File: src/rtl/clock_victim_pkg.sv
package clock_victim_pkg;
    typedef enum logic {
        PH_IDLE = 1'b0,
        PH_SCAN = 1'b1
    } phase_e;
endpackage

File: src/rtl/clock_ref_bits.sv
module clock_ref_bits #(
    parameter int NUM_FRAMES = 16,
    localparam int IDX_W = $clog2(NUM_FRAMES)
) (
    input  logic                  clk_i,
    input  logic                  rst_ni,
    input  logic                  acc_valid_i,
    input  logic [IDX_W-1:0]      acc_idx_i,
    input  logic                  clr_en_i,
    input  logic [IDX_W-1:0]      clr_idx_i,
    output logic [NUM_FRAMES-1:0] ref_o
);
    for (genvar g = 0; g < NUM_FRAMES; g++) begin : g_frame
        logic hit_set;
        logic hit_clr;
        logic bit_d;
        logic bit_q;

        assign hit_set = acc_valid_i && (acc_idx_i == IDX_W'(g));
        assign hit_clr = clr_en_i && (clr_idx_i == IDX_W'(g));

        // a set from an access outranks a clear from the walk
        always_comb begin
            bit_d = bit_q;
            if (hit_clr) bit_d = 1'b0;
            if (hit_set) bit_d = 1'b1;
        end

        always_ff @(posedge clk_i) begin
            if (!rst_ni) bit_q <= 1'b0;
            else         bit_q <= bit_d;
        end

        assign ref_o[g] = bit_q;
    end
endmodule

File: src/rtl/clock_sweep_ctrl.sv
module clock_sweep_ctrl
    import clock_victim_pkg::*;
#(
    parameter int NUM_FRAMES = 16,
    localparam int IDX_W = $clog2(NUM_FRAMES)
) (
    input  logic                  clk_i,
    input  logic                  rst_ni,
    input  logic                  req_i,
    input  logic [NUM_FRAMES-1:0] ref_i,
    output logic                  clr_en_o,
    output logic [IDX_W-1:0]      clr_idx_o,
    output logic                  busy_o,
    output logic                  victim_valid_o,
    output logic [IDX_W-1:0]      victim_idx_o
);
    typedef struct packed {
        phase_e           phase;
        logic [IDX_W-1:0] ptr;
        logic [IDX_W-1:0] hand;
        logic             vvalid;
        logic [IDX_W-1:0] vidx;
    } ctrl_t;

    ctrl_t st_d;
    ctrl_t st_q;

    always_comb begin
        st_d        = st_q;
        st_d.vvalid = 1'b0;
        clr_en_o    = 1'b0;
        clr_idx_o   = st_q.ptr;
        unique case (st_q.phase)
            PH_IDLE: begin
                if (req_i) begin
                    st_d.phase = PH_SCAN;
                    st_d.ptr   = st_q.hand;
                end
            end
            PH_SCAN: begin
                if (ref_i[st_q.ptr]) begin
                    // second chance: drop the mark and move on
                    clr_en_o = 1'b1;
                    st_d.ptr = st_q.ptr + IDX_W'(1);
                end else begin
                    st_d.vvalid = 1'b1;
                    st_d.vidx   = st_q.ptr;
                    st_d.hand   = st_q.ptr + IDX_W'(1);
                    st_d.phase  = PH_IDLE;
                end
            end
            default: st_d.phase = PH_IDLE;
        endcase
    end

    always_ff @(posedge clk_i) begin
        if (!rst_ni) begin
            st_q.phase  <= PH_IDLE;
            st_q.ptr    <= '0;
            st_q.hand   <= '0;
            st_q.vvalid <= 1'b0;
            st_q.vidx   <= '0;
        end else begin
            st_q <= st_d;
        end
    end

    assign busy_o         = (st_q.phase == PH_SCAN);
    assign victim_valid_o = st_q.vvalid;
    assign victim_idx_o   = st_q.vidx;
endmodule

File: src/rtl/clock_victim_sel.sv
module clock_victim_sel #(
    parameter int NUM_FRAMES = 16,
    localparam int IDX_W = $clog2(NUM_FRAMES)
) (
    input  logic             clk_i,
    input  logic             rst_ni,
    input  logic             acc_valid_i,
    input  logic [IDX_W-1:0] acc_idx_i,
    input  logic             victim_req_i,
    output logic             busy_o,
    output logic             victim_valid_o,
    output logic [IDX_W-1:0] victim_idx_o
);
    logic [NUM_FRAMES-1:0] ref_w;
    logic                  clr_en_w;
    logic [IDX_W-1:0]      clr_idx_w;

    clock_ref_bits #(.NUM_FRAMES(NUM_FRAMES)) u_bits (
        .clk_i       (clk_i),
        .rst_ni      (rst_ni),
        .acc_valid_i (acc_valid_i),
        .acc_idx_i   (acc_idx_i),
        .clr_en_i    (clr_en_w),
        .clr_idx_i   (clr_idx_w),
        .ref_o       (ref_w)
    );

    clock_sweep_ctrl #(.NUM_FRAMES(NUM_FRAMES)) u_ctrl (
        .clk_i          (clk_i),
        .rst_ni         (rst_ni),
        .req_i          (victim_req_i),
        .ref_i          (ref_w),
        .clr_en_o       (clr_en_w),
        .clr_idx_o      (clr_idx_w),
        .busy_o         (busy_o),
        .victim_valid_o (victim_valid_o),
        .victim_idx_o   (victim_idx_o)
    );
endmodule

File: config.mk
export PLATFORM = sky130hd
export DESIGN_NAME = clock_victim_sel
export DESIGN_NICKNAME = d
export VERILOG_FILES = /design/src/rtl/clock_victim_pkg.sv /design/src/rtl/clock_ref_bits.sv /design/src/rtl/clock_sweep_ctrl.sv /design/src/rtl/clock_victim_sel.sv
export SDC_FILE = /design/constraint.sdc
export NUM_CORES = 1
export LEC_CHECK = 0
export CAP_MARGIN = 20
export CORE_UTILIZATION = 45
export CTS_CLUSTER_SIZE = 24
export DETAILED_ROUTE_END_ITERATION = 10
export DONT_BUFFER_PORTS = 1
export GPL_TIMING_DRIVEN = 0
export HOLD_SLACK_MARGIN = 0.15
export PLACE_DENSITY = 0.59
export RECOVER_POWER = 100
export SLEW_MARGIN = 10
export SYNTH_ARGS = -nofsm -noshare
export SYNTH_HDL_FRONTEND = slang
export SYNTH_SLANG_ARGS = --single-unit
File: constraint.sdc
create_clock -name clk_i -period 1.59 [get_ports clk_i]
set_input_delay 0.159 -clock clk_i [delete_from_list [all_inputs] [get_ports clk_i]]
set_output_delay 0.159 -clock clk_i [all_outputs]
set_load 0.01 [all_outputs]
==> summary.txt <==
Timing
  • Worst slew pin tran: 0.549 ns
  • RSZ-0062 raised after global routing: yes
  • Fin crit share: 113%
  • Worst Skew: ~0.0050 ns
  • F_max: around 560 MHz
  • Setup violators final: 30
  • Worst setup margin: -0.209 ns
  • Hold Violations, Final: 0
  • Tmin final: roughly 1.8 ns
  • Setup TNS: -4.67 ns
  • Relative slew margins: 63.1%
  • Max Slew Vio Count: 0

Floorplan
  • Row cnt: 21
  • Initial Utilization: 48.0%
  • Die width: 62.1 µm
  • Die height: 62.1 µm
  • Boundary Pins: 14
  • DIE AREA: 0.00386 mm²
  • Total core area: 0.00339 mm²

Layout
  • Area growth, synth to finish: 22.4%
  • Total Nets Final: 207
  • N_diodes: 0
  • Share of layout cells above drive strength 1: between 20% and 30%
  • Non-filler instance count after layout: 242
  • Post-layout util: 58.8%

Clock network
  • CTS tree: yes
  • CTS root buf: clkbuf_4
  • Clock buffer depth: 2
  • Num CTS Buffers: 5
  • Clock sinks: 30
  • Clock transition at the registers of the reported paths: about 0.10 ns
  • H-tree depth: 2
  • Clk_lat worst skew: about 0.34 ns

Run status
  • Status: finished, violations left
  • Failing checks: setup timing

GRT
  • Antenna violations before repair: 0
  • Vias in the first global route: 1473
  • Pin count of the biggest net entering global routing: 11
  • GRT Total Usage: 23.6%
  • Total gr overflow: 0
  • First-pass GRT wire length: 7.10 mm

Placement
  • Detailed placer's ending HPWL: 2.89 mm
  • # placed instances: 219
  • RD Place Congestion: 0.821
  • PortBufs: 0

Logic synthesis
  • Post-Syn Area per Cell: between 9 and 10 µm²
  • Synth Cell Area: 0.00163 mm²
  • Asr flop ratio synth: 0%
  • Yosys warning count: 0
  • Syn Nets: 185
  • Number of synthesized flops with an enable pin: 0
  • Gate Count Post-Synth: 173
  • Distinct cell type count after synthesis: 44
  • Register bit total from synthesis: 30
  • Seq/Total Area, Yosys: 36.9%
  • Dominant synthesized flop cell: dfxtp_1

Detailed routing
  • Final WL: 4.42 mm
  • Iter 0 DRT Violations: 87
  • DRT Pass-1 Iters: 4
  • Routed wire length per instance: 18.3 µm
  • Vias: 1473
  • DRC: 0
  • Vias per cell: 6.09
  • Detail Route Antenna Nets: 0

Worst setup path
  • CP arrival: 2.08 ns
  • Critical Path Start: u_ctrl.clr_idx_o[1]
  • Critical Path End Type: flop
  • Slowest CP cell: dfxtp_4
  • CP Cell Sequence: buf_8 > mux2i_4 > a31oi_4 > and3_4 > nor3_4 > buf_12 > mux2i_1
  • Slowest Stage Delay on Critical Path: 0.43 ns
  • Crit path kind: flop to flop
  • Worst endpoint required time: 1.87 ns
  • Setup slack, reg-to-reg: -0.21 ns
  • Critical R2R Launch: u_ctrl.clr_idx_o[1]
  • Largest fanout on the critical path: 8
  • Worst setup SP type: flop

Hold path
  • Hold path start: acc_idx_i[0]
  • Hold WC Path Type: input port to flop

Pwr
  • P per Cell Area: between 900 and 1000 mW/mm²
  • Peak supply drop: 0.529 mV
  • Leak: 0.683 nW

Job
  • Max Cap Viol: 0
-- cell usage in the layout, fill, tap and decap left out, types with 2 or more instances in the layout --
| master | n |
|---|---|
| a21oi_2 | 2 |
| nor2b_1 | 3 |
| dfxtp_1 | 28 |
| buf_2 | 2 |
| dlygate4sd3_1 | 5 |
| nand4_1 | 5 |
| inv_1 | 5 |
| buf_4 | 9 |
| mux2_2 | 2 |
| clkbuf_8 | 4 |
| nor3_4 | 2 |
| nand2_1 | 17 |
| mux2i_1 | 6 |
| and3_4 | 2 |
| clkbuf_4 | 6 |
| clkbuf_1 | 8 |
| dfxtp_4 | 2 |
| nor3b_1 | 2 |
| a31oi_1 | 2 |
| nand3_1 | 15 |
| ha_1 | 4 |
| a21oi_1 | 2 |
| o221ai_1 | 2 |
| nor3_1 | 2 |
| o21ai_0 | 4 |
| nor2_1 | 5 |
| a32o_1 | 16 |
| and2_1 | 2 |
| buf_6 | 3 |
| o21ai_1 | 2 |
-- metal layers --
metal | share of wire, % | global-route usage [%] | wire [µm]
met3 | 5.6 | 6.62 | 247
met4 | 1.6 | 6.98 | 72
met5 | 0 | 0 | 0
met2 | 50 | 40.8 | 2230
met1 | 42 | 28.3 | 1870
-- worst max-delay path, delay by kind of cell, from the launching register on --
kind | cells | cell delay [ns]
AO/OA/AOI/OAI | 1 | 0.12
buffers and inverters | 2 | 0.30
flip-flops | 1 | 0.43
multiplexers | 2 | 0.44
AND/OR/NAND/NOR | 2 | 0.44
-- path summary, 6_finish.rpt --
path / end / cells after the start
setup reg to reg: u_ctrl.st_q[6] / 7
hold reg to reg: u_ctrl.victim_idx_o[0] / 2
setup / recovery: u_ctrl.st_q[6] / 7
hold / removal: u_bits.g_frame[14].bit_q / 2
-- through the flow --
step | power (mW) | instance area [µm²] | worst slack [ns] | hold slack, ns
floorplan | 1.11 | 1640 | -0.0588 | 0.323
global placement | 1.19 | 1690 | -0.264 | 0.331
detailed placement | 1.19 | 1690 | -0.284 | 0.350
CTS | 1.80 | 1880 | -0.170 | 0.153
global route | 1.95 | 1990 | -0.290 | 0.154
finish | 1.86 | 1990 | -0.209 | 0.156
-- cells in the mapped netlist (2+ instances only) --
| cell type | number | share of area [%] |
|---|---|---|
| a21oi_1 | 4 | 1.2 |
| a31oi_1 | 3 | 1.2 |
| a32o_1 | 16 | 9.8 |
| and2_1 | 2 | 0.77 |
| and3_4 | 2 | 1.4 |
| and4_1 | 2 | 1.1 |
| buf_2 | 3 | 0.92 |
| buf_4 | 5 | 2.3 |
| buf_6 | 3 | 2.1 |
| clkbuf_1 | 4 | 0.92 |
| dfxtp_1 | 30 | 37 |
| ha_1 | 4 | 3.1 |
| inv_1 | 5 | 1.2 |
| mux2_2 | 2 | 1.4 |
| mux2i_1 | 8 | 4.9 |
| nand2_1 | 17 | 3.9 |
| nand3_1 | 16 | 4.9 |
| nand4_1 | 5 | 1.9 |
| nor2_1 | 6 | 1.4 |
| nor2b_1 | 3 | 1.2 |
| nor3_1 | 2 | 0.61 |
| nor3_4 | 2 | 2.0 |
| nor3b_1 | 2 | 0.92 |
| o21ai_0 | 6 | 1.8 |
| o221ai_1 | 2 | 1.1 |
-- cells by family (layout without fill, tap and decap cells) --
logic type / after synthesis / in the layout / synth area share [%]
muxes: 11 / 11 / 7.69
and+or+nand+nor: 62 / 62 / 21.2
buffers and inverters: 22 / 45 / 8.69
AOI/OAI and AO/OA: 43 / 43 / 21.9
xor gates and xnor gates: 1 / 1 / 0.538
adders and majority gates: 4 / 4 / 3.07
DFF: 30 / 30 / 36.9
-- area by class of cell --
type | count | area, µm²
Buffer | 17 | 114
Clock buffer | 8 | 78.8
Fill cell | 304 | 1400
Inverter | 5 | 18.8
Multi-Input combinational cell | 121 | 956
Sequential cell | 30 | 608
Tap cell | 46 | 57.6
Timing Repair Buffer | 15 | 159
-- sequential cells by signal, summed over array words and instances, names as in the netlist --
signal                 cells
u_bits.g_frame.bit_q      16
u_ctrl.clr_idx_o           4
u_ctrl.st_q                4
u_ctrl.victim_idx_o        4
u_ctrl.busy_o              1
u_ctrl.victim_valid_o      1
-- power breakdown --
part	internal [mW]	switching (mW)
registers	0.789	0.0376
clock network	0.302	0.274
logic	0.206	0.254
-- what timing repair did --
item                                   CTS  global route
pin swaps                               10             2
buffers inserted                         5             2
hold buffers                             4             1
gates cloned                             1             2
setup endpoints to repair               30            30
resized for setup                        5            18
endpoints found under the hold margin   17             1
No activity file was read; power rests on OpenSTA's default activity.
